==> config.mk <==
export PLATFORM = sky130hd
export DESIGN_NAME = dbl_divider
export DESIGN_NICKNAME = d
export VERILOG_FILES = /design/src/rtl/dbl_div_pkg.sv /design/src/rtl/dbl_div_step.sv /design/src/rtl/dbl_div_ctrl.sv /design/src/rtl/dbl_div_datapath.sv /design/src/rtl/dbl_divider.sv
export SDC_FILE = /design/constraint.sdc
export NUM_CORES = 1
export LEC_CHECK = 0
export ABC_AREA = 1
export BUFFER_PORTS_ARGS = -buffer_cell sky130_fd_sc_hd__clkbuf_2
export CAP_MARGIN = 20
export CORE_ASPECT_RATIO = 0.9
export CORE_UTILIZATION = 50
export DETAILED_ROUTE_END_ITERATION = 6
export MAX_ROUTING_LAYER = met4
export PLACE_DENSITY = 0.77
export SLEW_MARGIN = 20
export SYNTH_ARGS = -nofsm -noshare
export SYNTH_HDL_FRONTEND = slang
export SYNTH_SLANG_ARGS = --single-unit
==> constraint.sdc <==
create_clock -name clk -period 2 [get_ports clk]
set_clock_uncertainty 0.1 [all_clocks]
set_input_delay 0.1 -clock clk [delete_from_list [all_inputs] [get_ports clk]]
set_output_delay 0.1 -clock clk [all_outputs]
set_load 0.005 [all_outputs]
==> src/rtl/dbl_div_pkg.sv <==
package dbl_div_pkg;

    typedef enum logic [1:0] {
        ST_IDLE   = 2'd0,
        ST_RUN    = 2'd1,
        ST_FINISH = 2'd2
    } div_state_e;

endpackage

==> src/rtl/dbl_div_step.sv <==
// One restoring step: shift the partial remainder left, bring in the next
// dividend bit, subtract the divisor when it fits.
module dbl_div_step #(
    parameter int W = 16
) (
    input  logic [W-1:0] part_rem,
    input  logic         next_bit,
    input  logic [W-1:0] divisor,
    output logic [W-1:0] part_rem_nxt,
    output logic         quo_bit
);

    logic [W:0] shifted;

    always_comb begin
        shifted = {part_rem, next_bit};
        quo_bit = (shifted >= {1'b0, divisor});
        // The true difference is below the divisor, so W bits are enough.
        if (quo_bit) begin
            part_rem_nxt = shifted[W-1:0] - divisor;
        end else begin
            part_rem_nxt = shifted[W-1:0];
        end
    end

endmodule

==> src/rtl/dbl_div_ctrl.sv <==
module dbl_div_ctrl
    import dbl_div_pkg::*;
#(
    parameter int W = 16
) (
    input  logic clk,
    input  logic rst_n,
    input  logic start,
    input  logic fits,
    output logic load,
    output logic step_en,
    output logic done,
    output logic idle
);

    localparam int CW = (W > 1) ? $clog2(W) : 1;
    localparam logic [CW-1:0] LAST = CW'(W - 1);

    div_state_e     state_q, state_d;
    logic [CW-1:0]  cnt_q;

    // state register
    always_ff @(posedge clk or negedge rst_n) begin
        if (!rst_n) begin
            state_q <= ST_IDLE;
        end else begin
            state_q <= state_d;
        end
    end

    // step counter
    always_ff @(posedge clk or negedge rst_n) begin
        if (!rst_n) begin
            cnt_q <= '0;
        end else if (load) begin
            cnt_q <= '0;
        end else if (state_q == ST_RUN) begin
            cnt_q <= cnt_q + 1'b1;
        end
    end

    // next state
    always_comb begin
        state_d = state_q;
        unique case (state_q)
            ST_IDLE: begin
                if (start) begin
                    state_d = fits ? ST_RUN : ST_FINISH;
                end
            end
            ST_RUN: begin
                if (cnt_q == LAST) begin
                    state_d = ST_FINISH;
                end
            end
            ST_FINISH: state_d = ST_IDLE;
            default:   state_d = ST_IDLE;
        endcase
    end

    // outputs
    always_comb begin
        idle    = (state_q == ST_IDLE);
        load    = idle && start;
        step_en = (state_q == ST_RUN);
        done    = (state_q == ST_FINISH);
    end

    assert_done_pulse_R6: assert property (@(posedge clk) disable iff (!rst_n)
        done |=> !done);

    // a start during a run neither restarts nor stalls the step count
    assert_busy_ignore_R7: assert property (@(posedge clk) disable iff (!rst_n)
        (step_en && cnt_q != LAST) |=> (step_en && cnt_q == CW'($past(cnt_q) + 1'b1)));

endmodule

==> src/rtl/dbl_div_datapath.sv <==
module dbl_div_datapath #(
    parameter int W = 16
) (
    input  logic         clk,
    input  logic         rst_n,
    input  logic         load,
    input  logic         reject,
    input  logic         step_en,
    input  logic [W-1:0] dvd_hi,
    input  logic [W-1:0] dvd_lo,
    input  logic [W-1:0] dvs,
    output logic [W-1:0] quo,
    output logic [W-1:0] rem,
    output logic         ovf
);

    logic [W-1:0] rem_q, quo_q, dvs_q;
    logic         ovf_q;
    logic [W-1:0] rem_nxt;
    logic         qbit;

    dbl_div_step #(.W(W)) u_step (
        .part_rem     (rem_q),
        .next_bit     (quo_q[W-1]),
        .divisor      (dvs_q),
        .part_rem_nxt (rem_nxt),
        .quo_bit      (qbit)
    );

    // quo_q doubles as the dividend shift register: low-word bits leave at
    // the top while quotient bits enter at the bottom.
    always_ff @(posedge clk or negedge rst_n) begin
        if (!rst_n) begin
            rem_q <= '0;
            quo_q <= '0;
            dvs_q <= '0;
            ovf_q <= 1'b0;
        end else if (load) begin
            rem_q <= dvd_hi;
            quo_q <= dvd_lo;
            dvs_q <= dvs;
            ovf_q <= reject;
        end else if (step_en) begin
            rem_q <= rem_nxt;
            quo_q <= {quo_q[W-2:0], qbit};
        end
    end

    assign quo = quo_q;
    assign rem = rem_q;
    assign ovf = ovf_q;

    // the partial remainder stays below the divisor throughout a run
    assert_rem_bound_R4: assert property (@(posedge clk) disable iff (!rst_n)
        step_en |-> (rem_q < dvs_q));

endmodule

==> src/rtl/dbl_divider.sv <==
module dbl_divider #(
    parameter int W = 16
) (
    input  logic         clk,
    input  logic         rst_n,
    input  logic         start,
    input  logic [W-1:0] dvd_hi,
    input  logic [W-1:0] dvd_lo,
    input  logic [W-1:0] dvs,
    output logic [W-1:0] quo,
    output logic [W-1:0] rem,
    output logic         ovf,
    output logic         done
);

    logic fits, load, step_en, idle;

    assign fits = (dvs > dvd_hi);

    dbl_div_ctrl #(.W(W)) u_ctrl (
        .clk     (clk),
        .rst_n   (rst_n),
        .start   (start),
        .fits    (fits),
        .load    (load),
        .step_en (step_en),
        .done    (done),
        .idle    (idle)
    );

    dbl_div_datapath #(.W(W)) u_dp (
        .clk     (clk),
        .rst_n   (rst_n),
        .load    (load),
        .reject  (!fits),
        .step_en (step_en),
        .dvd_hi  (dvd_hi),
        .dvd_lo  (dvd_lo),
        .dvs     (dvs),
        .quo     (quo),
        .rem     (rem),
        .ovf     (ovf)
    );

    assert_reject_flag_R2: assert property (@(posedge clk) disable iff (!rst_n)
        (idle && start && dvs <= dvd_hi) |=> (done && ovf));

    assert_reject_hold_R3: assert property (@(posedge clk) disable iff (!rst_n)
        (idle && start && dvs <= dvd_hi) |=> (quo == $past(dvd_lo) && rem == $past(dvd_hi)));

    assert_accept_clear_R4: assert property (@(posedge clk) disable iff (!rst_n)
        (idle && start && dvs > dvd_hi) |=> (!ovf && !done));

    assert_hold_R8: assert property (@(posedge clk) disable iff (!rst_n)
        (idle && !start) |=> ($stable(quo) && $stable(rem) && $stable(ovf)));

endmodule

# ---- Yosys cells after proc, flatten, opt, wreduce, memory -nomap -nowiden
# Index checks and enable logic that the tools add are counted.
dict set report word_totals {
  ff_bits 55
  elab_cells 31
  input_bits 51
  output_inout_bits 34
}
dict set report classes {
  reduce_logical 5
  order_cmp 2
  n_eq_ne 5
  addsub 2
  mux 11
}
# op n
set ops {}
lappend ops {{$mux 16} 5}
lappend ops {{$ge 17x16->1} 1}
lappend ops {{$gt 16x16->1} 1}
lappend ops {{$sub 16x16->16} 1}
lappend ops {{$mux 4} 2}
lappend ops {{$mux 2} 3}
lappend ops {{$add 4x1->4 const B} 1}
lappend ops {{$eq 4x4->1 const B} 1}
lappend ops {{$pmux 2 s2} 1}
lappend ops {{$eq 2x1->1 const B} 1}
lappend ops {{$eq 2x2->1 const B} 1}
lappend ops {{$logic_not 2->1} 1}
lappend ops {{$ne 2x1->1 const B} 1}
lappend ops {{$ne 2x2->1 const B} 1}
lappend ops {{$reduce_and 2->1} 1}
lappend ops {{$reduce_bool 2->1} 1}
lappend ops {{$logic_and 1x1->1} 1}
lappend ops {{$logic_not 1->1} 1}

# ---- Longest topological paths before layout
dict set report logic_depth {
  word_depth 4
  mapped_depth 15
  depth_no_buf 14
}

# ---- Modules after synthesis
# Synthesis repeated with hierarchy kept, for this count alone.
dict set report unflattened {
  cells_unflattened 631
  area_unflattened_um2 4224.1
}
# mod area_per_inst_um2 cells_each instances seq_area_each_um2
set by_module_without_submodules {}
lappend by_module_without_submodules {dbl_div_datapath 2110.8 248 1 1226.2}
lappend by_module_without_submodules {dbl_div_step 1355.0 269 1 0.0}
lappend by_module_without_submodules {dbl_divider 444.2 75 1 0.0}
lappend by_module_without_submodules {dbl_div_ctrl 314.1 39 1 150.1}

# ---- Worst setup path before layout
# No wires, ideal clock.
dict set report synth_path {
  path_kind {register to register}
  from {register u_dp.quo_q[15], in the netlist u_dp.quo[15]}
  to {register u_dp.rem_q[8], in the netlist u_dp.rem[8]}
  setup_ps 117
  t_required_ps 1783
  synth_period_minus_slack_ps 1951
  path_stages_with_launch 10
  slack_ps 49
  arrival_time_ps 1734
  n_path_buf 0
  cell_sequence {dfrtp_1 -> inv_1 -> ha_1 -> fa_1 -> o21ai_0 -> a21oi_1 -> xor2_1 -> nand2_1 -> nand3_1 -> nand2_1}
}
dict set report synth_via {
  elab_chain_cells 4
  word_cells_on_any_way 5
  cone_classes {add/sub (1); order compare (1); mux (3)}
}
# item line_no
set synth_lines {}
lappend synth_lines {{from (decl)} dbl_div_datapath.sv:17} ;# logic [W-1:0] rem_q, quo_q, dvs_q;
lappend synth_lines {{from (signal assigned)} dbl_div_datapath.sv:40} ;# quo_q <= dvd_lo;
lappend synth_lines {{from (signal assigned)} dbl_div_datapath.sv:45} ;# quo_q <= {quo_q[W-2:0], qbit};
lappend synth_lines {{$sub 16x16->16 / $ge 17x16->1 (equally long branches)} {dbl_div_step.sv:20, dbl_div_step.sv:17}}
lappend synth_lines {{$mux 16 (*)} dbl_div_step.sv:19} ;# if (quo_bit) begin
lappend synth_lines {{$mux 16 (*)} dbl_div_datapath.sv:43} ;# end else if (step_en) begin
lappend synth_lines {{$mux 16 (*)} dbl_div_datapath.sv:38} ;# end else if (load) begin
lappend synth_lines {{to (signal assigned)} dbl_div_datapath.sv:39} ;# rem_q <= dvd_hi;
lappend synth_lines {{to (signal assigned)} dbl_div_datapath.sv:44} ;# rem_q <= rem_nxt;
lappend synth_lines {{to (decl)} dbl_div_datapath.sv:17}
# Mark *: on every way between the ends. The rest lies on a longest branch, timed or not. The select of a mux whose other input is x is not followed.
# A chain may end at the register's enable or synchronous reset.

# ---- Worst setup path in the final report
dict set report layout_path {
  from {register u_dp.rem_q[5], in the netlist u_dp.rem[5]}
  to {register u_dp.rem_q[5], in the netlist u_dp.rem[5]}
}
dict set report layout_via {
  elab_chain_cells 4
}
# item line_no
set layout_lines {}
lappend layout_lines {{$ge 17x16->1} dbl_div_step.sv:17} ;# quo_bit = (shifted >= {1'b0, divisor});
lappend layout_lines {{$mux 16} dbl_div_step.sv:19}
lappend layout_lines {{$mux 16} dbl_div_datapath.sv:43}
lappend layout_lines {{$mux 16} dbl_div_datapath.sv:38}
# Every way passes these cells. The select of a mux whose other input is x is not followed.

==> flow_summary.ini <==
[setup_path]
crit_type = reg2reg
crit_fanout = 7
r2r_start = u_dp.rem[5]$_DFFE_PN0P_
cp_num_cells = 13
cp.arrival_ns = 2.13
cp-start-kind = register
crit_chain = ha_4, nand2_4, inv_2, nand2_2, nor2_2, nand2_1, nor2_2, nor2_2, nand2_4, buf_6, nand2_1, nand2_1, o21bai_1
worst_r2r_path_depth = 13
worst_setup_path_end_kind = register
cp-startpoint = u_dp.rem[5]$_DFFE_PN0P_
worstPathRequired_ns = 2.12
crit_buf_inv = 2
cp_slowest_stage_delay_ns = 0.43
crit_slowest_cell = dfrtp_1
cp_top_family = simple AND/OR/NAND/NOR gates

[die]
floorplan.initialDensity_pct = 52.2
io_pins = 85
coreArea_um2 = 7620
std_cell_rows = 30
die_y_um = 86.6
die_area_um2 = 8320
dieWidth_um = 96.0

[timing]
period_minus_slack_ns = 2.01
setup_viol = 1
final_max_slew_viol_count = 0
hold_viol = 0
worst_slack_ns = -0.00809
worstMarginPinSlew_ns = 0.472
relSlewSlack_pct = 68.5
fmax_mhz = 498
rsz0062_at_grt = yes
fin_crit_sh_pct = 100

[power]
seqPwrFrac_pct = 17.8
power_frac_clock_pct = 5.7
p_int_w = 0.00604
leakage_nw = 3.06
p_sw_w = 0.00559
p_sw_share_pct = 48.0
power_per_cell_area_nw_per_um2 = 2040
p_comb_share_pct = 76.5
total_power_w = 0.0116
peakVddDrop_v = 0.00139

[logic_synthesis]
synth_cells = 558
synth-edff-count = 0
ys.flop_type = dfrtp_1
avgSynthCellArea_um2 = 7.13
ys_types = 38
yosysTopAreaCell = dfrtp_1
synthTopCellsByArea = dfrtp_1 (35%), nand2_1 (14%), ha_1 (10%)
syn-cell-area_um2 = 3980
yosysSeqAreaShare_pct = 34.6
syn-num-nets = 643
netlist.area_leader.share_pct = 34.6
ys_seq_elements = 55
yosys_warnings = 0
synthArstFlopShare_pct = 100

[clock_network]
numCtsBuffers = 5
ctsHtreeMaxLevel = 2
cts.sinks = 55
clk_path_buf_depth = 2
tritoncts = done
insertion_delay_ns = 0.33
clk_pin_slew_ns = 0.11
cts-root-buf = clkbuf_8

[grt]
gr-total-overflow = 0
grt_max_degree = 50
grt_pass1_vias = 4072
grt_first_pass_wirelength_um = 18700
grt_usage_pct = 30.1
antenna_found_initial = 0

[final_layout]
antennaDiodeCount = 0
drive_gt1_share_pct = 31.7
post-route-util_pct = 75.0
finalNetCount = 820
fillCellCount = 577
syn_to_final_growth_pct = 43.6

[placement]
io_buffer_count = 84
place_congestion = 0.953
dp_hpwl_um = 8410

[worst_hold_path]
min_path_type = in2reg
hold_path_startpoint = dvd_hi[10]
hold_depth = 5

[detailed_routing]
avgRoutedWirePerCell_um = 14.6
via_count = 4301
detail_route.first_pass.iterations = 7
drtIter0Drc = 222
drtAntennaViolNets = 0
post-route-drc-count = 2
routed_wirelength_um = 12200
via_per_inst = 5.17

[flow_run]
maxCapViolations = 0

[run_status]
status = finished with violations
violations = DRC, setup timing
## metrics by stage
stage	cells	setup TNS, ns	hold slack [ns]	cell area [um2]	setup slack [ns]
floorplan	558	0	-0.296	3980	0.0490
global placement	781	-0.00985	-0.0871	4890	-0.00852
detailed placement	781	-0.420	-0.0662	4890	-0.0554
CTS	823	0	0.0205	5460	0.0125
global route	832	-0.969	0.0363	5710	-0.107
finish	832	-0.00809	0.0213	5710	-0.00809
## kinds of logic (layout without fill, tap and decap cells)
logic type | after synthesis | count (layout) | share of synthesized area (%)
AOI/OAI and AO/OA | 88 | 88 | 13.6
adders and majority gates | 34 | 34 | 10.9
and+or+nand+nor | 244 | 244 | 26.3
buffers and inverters | 129 | 307 | 12.9
DFF | 55 | 55 | 34.6
xor gates and xnor gates | 8 | 8 | 1.76
## worst paths after layout
kind	endpoint	slack, ns
min in group asynchronous	u_dp.dvs_q[9]$_DFFE_PN0P_	0.11
max in group asynchronous	u_dp.quo[7]$_DFFE_PN0P_	0.99
worst max-delay path	u_dp.rem[5]$_DFFE_PN0P_	-0.008
worst min register to register	u_dp.dvs_q[0]$_DFFE_PN0P_	0.41
worst min-delay path	u_dp.rem[10]$_DFFE_PN0P_	0.02
worst max register to register	u_dp.rem[5]$_DFFE_PN0P_	-0.008
## tightest hold or removal path, cell delays in order
cell      delay, ns
clkbuf_2       0.08
inv_1          0.07
o22ai_1        0.09
inv_1          0.05
nand2_1        0.04
## sequential cells by signal, indices dropped and copies added (netlist names)
register        count
u_dp.ovf            1
u_dp.dvs_q         16
u_dp.rem           16
u_dp.quo           16
u_ctrl.cnt_q        4
u_ctrl.state_q      2
## layout make-up
cell class	instances	area [um2]	share of cell area, %
inverter	113	427	7.47
multi-input combinational	374	2400	42.0
tap	96	120	2.10
timing repair buffer	186	1300	22.7
clock buffer	5	68.8	1.20
clock inverter	3	22.5	0.394
sequential	55	1380	24.1
## per-layer routing
layer  vias up  track usage (%)  part of all wire (%)
met3        32             4.65                   5.3
met5         -                -                     0
met2       143             51.9                    49
met4         0             8.55                   2.3
met1      1990             36.2                    43
li1       2136                -                     -
## synth_stat cells (2+ instances only)
cell / n
nor2_1: 31
dfrtp_1: 55
nor3_1: 6
o21bai_1: 5
o221ai_1: 13
a21oi_1: 17
nand3_1: 34
nand2_4: 2
o22ai_1: 13
nand2_2: 7
ha_1: 33
o21ai_1: 3
o21ai_0: 29
xor2_1: 3
nor2_2: 4
nand2_1: 149
inv_2: 7
nand4_1: 5
buf_2: 4
xnor2_1: 5
clkbuf_1: 7
buf_4: 3
inv_1: 106
o211ai_1: 3
## timing repair
action | in CTS | in global routing
resized for setup | 19 | 46
hold buffers | 33 | 0
gates cloned | 0 | 0
pin swaps | 1 | 23
endpoints found under the setup margin | 15 | 17
buffers inserted | 1 | 9
hold endpoints to repair | 60 | 0
## placed cells by master (no fill, tap or decap), drive strengths merged, types with 2 or more instances in the layout
cell         count
clkbuf          89
o21bai           5
dfrtp           55
xnor2            5
nand4            5
inv            114
a21oi           18
o221ai          13
xor2             3
buf             69
nor2            36
o211ai           3
nor3             6
o22ai           13
nand3           35
ha              33
o21ai           32
nand2          158
clkinv           2
dlygate4sd3     33
## power groups by stage
stage,clock (W),combinational (W),sequential (W)
3_5_place_dp,0,0.00724,0.00199
5_1_grt,0.000713,0.00969,0.00212
4_1_cts,0.000681,0.00775,0.00201
6_report,0.000665,0.00889,0.00207
3_3_place_gp,0,0.00713,0.00196
2_1_floorplan,0,0.00443,0.00201
No activity file was read; power rests on OpenSTA's default activity.
